<file path="src/rtl/dlie_pkg.sv">
// Package: shared widths, register offsets and the configuration word
// builder for the deadline compare and interrupt engine.
// Assumes a byte-addressed 8-bit register space with 32-bit data.
package dlie_pkg;
    localparam int TIME_W = 64;
    localparam int PER_W  = 32;
    localparam int DATA_W = 32;
    localparam int ADDR_W = 8;
    localparam int IDX_W  = 3;

    localparam logic [ADDR_W-1:0] OFF_CFG = 8'h08;
    localparam logic [ADDR_W-1:0] OFF_PE  = 8'h20;
    localparam logic [ADDR_W-1:0] OFF_IE  = 8'h24;
    localparam logic [ADDR_W-1:0] OFF_IP  = 8'h28;

    // Period registers sit at 0x8C + 0x10*n: bit 7 set, low nibble 0xC.
    function automatic logic per_addr_hit(input logic [ADDR_W-1:0] a);
        return a[7] && (a[3:0] == 4'hC);
    endfunction

    // Configuration word: [2:0] count, [7:3] vector, [8] separate lines.
    function automatic logic [DATA_W-1:0] cfg_word(input int cnt, input int vec, input bit sep);
        logic [2:0] c3;
        logic [4:0] v5;
        c3 = cnt[2:0];
        v5 = vec[4:0];
        return {23'd0, sep, v5, c3};
    endfunction
endpackage

</file>
<file path="src/rtl/dlie_slot.sv">
// One deadline slot: holds the 64-bit deadline and its 32-bit period,
// compares the deadline against the time base and advances it in place
// when periodic. Assumes load requests come from the update logic and
// take priority over periodic advance in the same cycle.
module dlie_slot #(
    parameter int TW = 64,
    parameter int PW = 32
) (
    input  logic          clk,
    input  logic          rst_n,
    input  logic [TW-1:0] time_i,
    input  logic          busy_i,
    input  logic          load_i,
    input  logic [TW-1:0] load_val_i,
    input  logic          per_we_i,
    input  logic [PW-1:0] per_wdata_i,
    input  logic          pe_i,
    output logic          hit_o,
    output logic [PW-1:0] per_o
);
    localparam int EXT_W = TW - PW;

    logic [TW-1:0] dl_q;
    logic [PW-1:0] per_q;
    logic [TW-1:0] per_ext;

    assign per_ext = {{EXT_W{1'b0}}, per_q};
    assign per_o   = per_q;

    // Reached test: less-or-equal compare, only on idle cycles.
    assign hit_o = !busy_i && (dl_q <= time_i);

    // Deadline register: load, periodic advance, or hold.
    always_ff @(posedge clk) begin
        if (!rst_n)
            dl_q <= '1;
        else if (load_i)
            dl_q <= load_val_i;
        else if (hit_o && pe_i)
            dl_q <= dl_q + per_ext;
    end

    // Period register: host write only.
    always_ff @(posedge clk) begin
        if (!rst_n)
            per_q <= '0;
        else if (per_we_i)
            per_q <= per_wdata_i;
    end

    assert_busy_hold_R3: assert property (@(posedge clk) disable iff (!rst_n)
        (busy_i && !load_i) |=> $stable(dl_q));

    assert_period_add_R5: assert property (@(posedge clk) disable iff (!rst_n)
        (hit_o && pe_i && !load_i) |=>
            (dl_q == $past(dl_q) + {{EXT_W{1'b0}}, $past(per_q)}));
endmodule

</file>
<file path="src/rtl/dlie_flags.sv">
// Flag vectors: periodic mode, arm and pending bits for every deadline.
// Sets pending on an armed hit, disarms one-shot hits, and applies host
// writes. Assumes hit pulses already include the busy suppression.
module dlie_flags #(
    parameter int N = 7
) (
    input  logic         clk,
    input  logic         rst_n,
    input  logic [N-1:0] hit_i,
    input  logic         we_pe_i,
    input  logic         we_ie_i,
    input  logic         we_ip_i,
    input  logic [N-1:0] wdata_i,
    output logic [N-1:0] pe_o,
    output logic [N-1:0] ie_o,
    output logic [N-1:0] ip_o
);
    logic [N-1:0] pe_q, ie_q, ip_q;
    logic [N-1:0] pe_n, ie_n, ip_n;

    // Next-state: host write first, then hardware effects override.
    always_comb begin
        pe_n = we_pe_i ? wdata_i : pe_q;
        ie_n = we_ie_i ? wdata_i : ie_q;
        ie_n = ie_n & ~(hit_i & ~pe_q);
        ip_n = (ip_q & ~(we_ip_i ? wdata_i : '0)) | (hit_i & ie_q);
    end

    // Flag registers.
    always_ff @(posedge clk) begin
        if (!rst_n) begin
            pe_q <= '0;
            ie_q <= '0;
            ip_q <= '0;
        end else begin
            pe_q <= pe_n;
            ie_q <= ie_n;
            ip_q <= ip_n;
        end
    end

    assign pe_o = pe_q;
    assign ie_o = ie_q;
    assign ip_o = ip_q;

    for (genvar i = 0; i < N; i++) begin : g_chk
        assert_disarm_R4: assert property (@(posedge clk) disable iff (!rst_n)
            (hit_i[i] && !pe_q[i]) |=> !ie_q[i]);
        assert_pend_set_R7: assert property (@(posedge clk) disable iff (!rst_n)
            (hit_i[i] && ie_q[i]) |=> ip_q[i]);
        assert_pend_src_R3: assert property (@(posedge clk) disable iff (!rst_n)
            $rose(ip_q[i]) |-> $past(hit_i[i]));
    end
endmodule

</file>
<file path="src/rtl/deadline_irq_engine.sv">
// Top: instantiates one slot per deadline plus the flag vectors, decodes
// host writes and serves combinational register reads. Assumes one host
// write per cycle and at most seven deadlines (3-bit count field).
module deadline_irq_engine
    import dlie_pkg::*;
#(
    parameter int N_DL    = 7,
    parameter int IRQ_VEC = 9,
    parameter bit SEP_IRQ = 1'b0
) (
    input  logic              clk,
    input  logic              rst_n,
    input  logic [TIME_W-1:0] time_i,
    input  logic              busy_i,
    input  logic              ld_en_i,
    input  logic [IDX_W-1:0]  ld_idx_i,
    input  logic [TIME_W-1:0] ld_val_i,
    input  logic              bus_we_i,
    input  logic [ADDR_W-1:0] bus_addr_i,
    input  logic [DATA_W-1:0] bus_wdata_i,
    input  logic [ADDR_W-1:0] rd_addr_i,
    output logic [DATA_W-1:0] rd_data_o,
    output logic [N_DL-1:0]   pend_o,
    output logic              irq_o
);
    localparam logic [DATA_W-1:0] CFG = cfg_word(N_DL, IRQ_VEC, SEP_IRQ);
    localparam int PAD_W = DATA_W - N_DL;

    logic [N_DL-1:0]  hit;
    logic [N_DL-1:0]  pe, ie, ip;
    logic [PER_W-1:0] per_w [N_DL];
    logic [IDX_W-1:0] wr_idx, rd_idx;
    logic             wr_per, rd_per;

    assign wr_idx = bus_addr_i[6:4];
    assign rd_idx = rd_addr_i[6:4];
    assign wr_per = bus_we_i && per_addr_hit(bus_addr_i);
    assign rd_per = per_addr_hit(rd_addr_i);

    for (genvar i = 0; i < N_DL; i++) begin : g_slot
        dlie_slot #(.TW(TIME_W), .PW(PER_W)) u_slot (
            .clk         (clk),
            .rst_n       (rst_n),
            .time_i      (time_i),
            .busy_i      (busy_i),
            .load_i      (ld_en_i && (ld_idx_i == IDX_W'(i))),
            .load_val_i  (ld_val_i),
            .per_we_i    (wr_per && (wr_idx == IDX_W'(i))),
            .per_wdata_i (bus_wdata_i),
            .pe_i        (pe[i]),
            .hit_o       (hit[i]),
            .per_o       (per_w[i])
        );
    end

    dlie_flags #(.N(N_DL)) u_flags (
        .clk     (clk),
        .rst_n   (rst_n),
        .hit_i   (hit),
        .we_pe_i (bus_we_i && (bus_addr_i == OFF_PE)),
        .we_ie_i (bus_we_i && (bus_addr_i == OFF_IE)),
        .we_ip_i (bus_we_i && (bus_addr_i == OFF_IP)),
        .wdata_i (bus_wdata_i[N_DL-1:0]),
        .pe_o    (pe),
        .ie_o    (ie),
        .ip_o    (ip)
    );

    // Read mux: fixed registers, then period registers, else zero.
    always_comb begin
        rd_data_o = '0;
        case (rd_addr_i)
            OFF_CFG: rd_data_o = CFG;
            OFF_PE:  rd_data_o = {{PAD_W{1'b0}}, pe};
            OFF_IE:  rd_data_o = {{PAD_W{1'b0}}, ie};
            OFF_IP:  rd_data_o = {{PAD_W{1'b0}}, ip};
            default: begin
                for (int k = 0; k < N_DL; k++)
                    if (rd_per && (rd_idx == IDX_W'(k)))
                        rd_data_o = per_w[k];
            end
        endcase
    end

    assign pend_o = ip;
    assign irq_o  = |ip;

    assert_irq_src_R8: assert property (@(posedge clk) disable iff (!rst_n)
        $rose(irq_o) |-> $past(|hit));
endmodule

</file>
<file path="config.mk">
export PLATFORM = sky130hd
export DESIGN_NAME = deadline_irq_engine
export DESIGN_NICKNAME = d
export VERILOG_FILES = /design/src/rtl/dlie_pkg.sv /design/src/rtl/dlie_slot.sv /design/src/rtl/dlie_flags.sv /design/src/rtl/deadline_irq_engine.sv
export SDC_FILE = /design/constraint.sdc
export NUM_CORES = 2
export LEC_CHECK = 0
export BUFFER_PORTS_ARGS = -buffer_cell sky130_fd_sc_hd__clkbuf_2
export CORE_MARGIN = 1.5
export CORE_UTILIZATION = 55
export CTS_BUF_LIST = sky130_fd_sc_hd__clkbuf_16
export CTS_CLUSTER_DIAMETER = 120
export DETAILED_ROUTE_END_ITERATION = 8
export PLACE_DENSITY_LB_ADDON = 0.2
export SYNTH_ARGS = -nofsm -noshare
export SYNTH_HDL_FRONTEND = slang
export SYNTH_SLANG_ARGS = --single-unit
</file>
<file path="constraint.sdc">
create_clock -name clk -period 3.7 [get_ports clk]
set_input_delay 0.74 -clock clk [delete_from_list [all_inputs] [get_ports clk]]
set_output_delay 0.74 -clock clk [all_outputs]
set_load 0.005 [all_outputs]
</file>
### Yosys cells after proc, flatten, opt, wreduce, memory -nomap -nowiden

Index checks and enable logic that the tools add are counted.

* multiplexer cells: 24
* $add $sub $neg: 7
* reductions and logical operators: 53
* magnitude comparators: 7
* equality and inequality tests: 27
* bitwise gates (word level): 8

Operators with widths (number)
* 64-bit two-way mux: 14
* 64-bit by 32-bit adder with 64-bit output: 7
* 64-bit less-or-equal comparator: 7
* 32-bit two-way mux: 7
* 32-bit case mux with 4 select lines: 1
* 8-bit by 6-bit equality test with 1-bit output (second input constant): 6
* 1-bit logical AND: 41
* 7-bit AND: 4
* 3-bit equality test (second input constant): 9
* 7-bit inverter: 3
* 3-bit by 2-bit equality test with 1-bit output (second input constant): 6
* 7-bit two-way mux: 2
* 2-bit nonzero test: 7
* 3-bit by 1-bit equality test with 1-bit output (second input constant): 3
* 3-bit zero test: 3
* 4-bit equality test (second input constant): 2
* 8-bit by 4-bit equality test with 1-bit output (second input constant): 1
* 7-bit OR: 1
* 7-bit OR reduction: 1
* 1-bit zero test: 1

* word-level logic and storage cells: 143
* bits in registers: 693
* output and inout port bits: 40

### Logic depth before layout (Yosys ltp)

* depth after elaboration: 11
* gate-level depth with buffers: 15
* mapped depth without buffers: 13

### Cells and area by module

From an unflattened synthesis, not the netlist that was laid out.

* cell total of the unflattened synthesis: 7310
* area total of the unflattened synthesis: 57547.7 sq um

By module, submodules not included
* dlie_slot at g_slot[0].u_slot ...: cells an instance 983, times used 5, area an instance 7728.7 sq um
* dlie_slot at g_slot[1].u_slot: cells an instance 1028, times used 1, area an instance 8051.5 sq um
* dlie_slot at g_slot[2].u_slot: cells an instance 948, times used 1, area an instance 7653.6 sq um
* deadline_irq_engine: cells an instance 337, times used 1, area an instance 2369.8 sq um
* dlie_flags: cells an instance 82, times used 1, area an instance 829.5 sq um

### Least setup slack after synthesis

No wires, ideal clock.

* path type: in2reg
* from: in time_i[53]
* to: reg g_slot[4].u_slot.dl_q[48]
* setup slack: 225 ps
* cell stages on the path: 14
* required time: 3568 ps
* data arrival time: 3343 ps
* path through: inv_1 -> ha_1 -> and4_1 -> and4bb_1 -> nand3_1 -> o2111ai_1 -> nor4_1 -> a21oi_1 -> or4b_1 -> buf_2 -> buf_2 -> o21a_1 -> nor3_1 -> o21ai_0

* cells in the longest elaborated chain, start to end: 4

RTL lines
* from (decl): RTL line deadline_irq_engine.sv:13 `input logic [TIME_W-1:0] time_i,`
* 64-bit less-or-equal comparator: RTL line dlie_slot.sv:31 `assign hit_o = !busy_i && (dl_q <= time_i);`
* 1-bit logical AND: RTL line dlie_slot.sv:31
* 1-bit logical AND: RTL line dlie_slot.sv:39 `else if (hit_o && pe_i)`
* 2-bit nonzero test (no line)
* to (signal assigned): RTL line dlie_slot.sv:38 `dl_q <= load_val_i;`
* to (signal assigned): RTL line dlie_slot.sv:40 `dl_q <= dl_q + per_ext;`
* to (decl): RTL line dlie_slot.sv:23 `logic [TW-1:0] dl_q;`

No other way between the ends.
A chain may end at the register's enable or synchronous reset.

### Worst setup path after layout

* from: in time_i[48]
* to: reg g_slot[0].u_slot.dl_q[37]

* cells in the longest elaborated chain, start to end: 4

RTL lines (RTL line)
* 64-bit less-or-equal comparator: dlie_slot.sv:31
* 1-bit logical AND: dlie_slot.sv:31
* 1-bit logical AND: dlie_slot.sv:39
* 2-bit nonzero test (no line)
* to (signal assigned): dlie_slot.sv:38
* to (signal assigned): dlie_slot.sv:40
* to (decl): dlie_slot.sv:23

No other way between the ends.

==> flow_summary.json <==
{
  "cts_sinks": 693,
  "seq_area_frac_synth": 0.257,
  "max_freq_ghz": 0.263,
  "yosysUniqueCellTypes": 103,
  "slowest_stage": "o211ai_1",
  "top_level_ports": 224,
  "start_util": 0.557,
  "violations": "negative setup slack",
  "fin_cells": 8979,
  "drt_iter0_markers": 7470,
  "dp_hpwl_um": 201000,
  "synthTopCellsByCount": "nand2_1 (998), a21oi_1 (769), dfxtp_1 (693), ha_1 (672), nor2_1 (517)",
  "r2r_slack_ps": -10,
  "clockBufferDepth": 3,
  "path_class": "in2reg",
  "cts.htree.levels": 3,
  "worstRegToRegCells": 15,
  "finalSetupViolCount": 31,
  "critical_path_depth": 19,
  "crit_start": "time_i[48]",
  "synth_area_per_cell_um2": 7.65,
  "fin_skew_ps": 33.7,
  "wl_um": 260000,
  "async_flop_share": 0,
  "ir_drop_mv": 0.374,
  "path_buf_inv": 8,
  "portBuffers": 223,
  "max-slew-margin-rel": 0.255,
  "drive_above_1_share": 0.163,
  "insertion_delay_ps": 700,
  "wl_per_cell_um": 29.0,
  "antenna_found_initial": 15,
  "multi_input_comb_area_um2": 38800,
  "r2r-end": "g_slot[4].u_slot.dl_q[46]",
  "crit_path_end": "g_slot[0].u_slot.dl_q[37]",
  "p_per_area_nw_per_um2": 308,
  "max_stage_delay_ps": 500,
  "cp_top_family": "buffers and inverters",
  "required_ps": 4270,
  "seqCellArea_um2": 14000,
  "first_pass_iters": 9,
  "gp_congestion": 1.17,
  "layout_setup_ws_ps": -109,
  "fin_nets": 8495,
  "syn_nets": 7919,
  "yosys-top-cells-area": "dfxtp_1 (26%), ha_1 (16%), a21oi_1 (7.1%), nand2_1 (6.9%), nor2_1 (3.6%)",
  "die_x_um": 316,
  "cp_cell_sequence": "clkbuf_2 > clkinvlp_4 > buf_6 > ha_1 > nand4_1 > nor4_2 > buf_4 > buf_6 > nand2_1 > o211ai_1 > nor4_1 > buf_4 > o211a_4 > o21a_1 > buf_12 > buf_4 > and3_1 > nor4_2 > a221oi_1",
  "synth.most_common_cell": "nand2_1",
  "synth.top_cell.area_share": 0.257,
  "synth_edf_count": 0,
  "holdCritPathClass": "in2reg",
  "synthFlopType": "dfxtp_1",
  "dr_total_vias": 61300,
  "dp.cells": 8802,
  "fillers": 8426,
  "maxCapViolations": 0,
  "synth_cells": 7056,
  "rows": 114,
  "crit_path_end_kind": "flip-flop",
  "antenna_left": 0,
  "finalHoldViolations": 0,
  "p_leak_nw": 27.9,
  "root_buffer": "clkbuf_16",
  "yosysWarnings": 0,
  "netlist_area_um2": 54000,
  "synth-seq-cells": 693,
  "overflow": 0,
  "routed_via_density": 6.83,
  "report.final.slew_viol_count": 0,
  "fin_crit_sh": 1.03,
  "synth_top_area_cell": "dfxtp_1",
  "worstMarginPinSlew_ps": 1110,
  "cts_inserted_buffers": 84,
  "grt_pass1_wl_um": 376000,
  "crit_top_cell": "buf_4",
  "holdBufCountCts": 0,
  "areaGrowthSynthToFinish_pct": 20.1,
  "timing.hold.ws_ps": 341,
  "grt_pass1_vias": 56400,
  "grt_max_degree": 115,
  "die-area_um2": 100000,
  "cts_tree": "done",
  "crit_arrival_ps": 4380,
  "core_area_um2": 97000,
  "start_kind": "primary input",
  "die_h_um": 316,
  "power_mw": 19.9,
  "cp_max_fo": 6,
  "clk_transition_reported_paths_ps": 70,
  "period_minus_slack_ps": 3810,
  "r2r-start": "g_slot[4].u_slot.dl_q[55]",
  "rsz0062_at_grt": "yes",
  "drc": 0,
  "status": "finished with violations",
  "globalRouteTotalUtil": 0.509
}
-- cell usage in the layout, fill, tap and decap left out, drive strengths merged, types with 35 or more instances in the layout --
cell | synthesis | routed
nand2b | 69 | 69
nor3 | 154 | 154
inv | 177 | 189
ha | 672 | 672
a21o | 137 | 137
clkbuf | 326 | 310
a21oi | 771 | 771
nand2 | 1000 | 1000
xnor2 | 144 | 144
o21ai | 381 | 381
clkinv | 0 | 35
nor4 | 77 | 77
nor2 | 519 | 519
a22oi | 85 | 85
nand3 | 254 | 254
a221oi | 64 | 64
dfxtp | 693 | 693
buf | 59 | 652
o21a | 43 | 43
xor2 | 105 | 105
and3 | 135 | 135
a211oi | 114 | 114
o211ai | 142 | 142
mux2i | 128 | 128
a31oi | 50 | 50
or3 | 64 | 64
nor2b | 46 | 46
nand4 | 204 | 204
-- power by group --
part           switching (mW)  total [mW]  internal (mW)
clock network            3.69        8.35           4.67
logic                    2.39        3.77           1.38
registers               0.223        7.82           7.60
total                    6.30        19.9           13.6
-- repair_timing --
item | 4_1_cts | 5_1_grt
gates resized for setup | 50 | 174
gates cloned | 0 | 2
setup buffers | 4 | 18
setup endpoints to repair | 194 | 323
pin swaps | 8 | 48
-- logic make-up (layout without fill, tap and decap cells) --
group | after synthesis | after routing | synth area share
other cells | 0 | 8 | 0
xor+xnor | 249 | 249 | 0.0404
fa+ha+maj | 679 | 679 | 0.158
simple gates | 2653 | 2653 | 0.233
mux | 131 | 131 | 0.0244
compound gates | 2089 | 2089 | 0.246
flops | 693 | 693 | 0.257
buf+inv | 562 | 1201 | 0.0408
-- worst register-to-register path, stage by stage (launching register included) --
cell and delay [ps]:
dfxtp_1 540, ha_1 330, and4_1 240, and4bb_1 300, nand4_1 120, buf_4 120, a41oi_1 40, buf_4 170
nor4_1 160, a21oi_1 120, buf_4 150, or4b_4 590, buf_4 210, o21a_1 180, nor3_1 150, o21ai_0 130
-- cell type report --
cell class,instances,share of cell area
Tap cell,1276,0.0246
Clock buffer,87,0.0336
Antenna cell,8,0.000309
Clock inverter,62,0.00739
Timing Repair Buffer,875,0.109
Sequential cell,693,0.215
Inverter,177,0.0105
Multi-Input combinational cell,5801,0.599
-- through the flow --
step | setup TNS, ps | util | setup slack, ps | instance area, um2
after floorplan | 0 | - | 225 | 54000
after detailed placement | -247260 | 0.629 | -1030 | 61000
after global placement | -236070 | 0.629 | -997 | 61000
final | -1330 | 0.668 | -109 | 64800
after CTS | 0 | 0.658 | 6.65 | 63800
after global routing | -8920 | 0.668 | -236 | 64800
-- metal layers --
layer | global-route usage | part of all wire | vias up
met2 | 0.754 | 0.41 | 4162
met3 | 0.157 | 0.11 | 1552
li1 | - | - | 27300
met1 | 0.541 | 0.33 | 28300
met5 | 0.00616 | 0.00068 | -
met4 | 0.591 | 0.15 | 18
-- state kept, by name (all words and copies together), names as in the netlist --
register,flops
g_slot.u_slot.dl_q,448
g_slot.u_slot.per_o,224
u_flags.ie_o,7
u_flags.ip_o,7
u_flags.pe_o,7
-- how the worst min path moves through the flow --
stage                               start                    endpoint  slack (ps)  cells after the start
2_1_floorplan   g_slot[5].u_slot.per_o[0]   g_slot[5].u_slot.per_o[0]         450                      2
3_3_place_gp    g_slot[1].u_slot.per_o[6]   g_slot[1].u_slot.per_o[6]         470                      2
3_5_place_dp   g_slot[5].u_slot.per_o[26]  g_slot[5].u_slot.per_o[26]         470                      2
4_1_cts                      ld_val_i[63]   g_slot[3].u_slot.dl_q[63]         360                      3
5_1_grt                      ld_val_i[63]   g_slot[3].u_slot.dl_q[63]         370                      3
6_report                            rst_n   g_slot[5].u_slot.dl_q[54]         340                      2
Note: power is estimated with default switching activity, not from simulation.
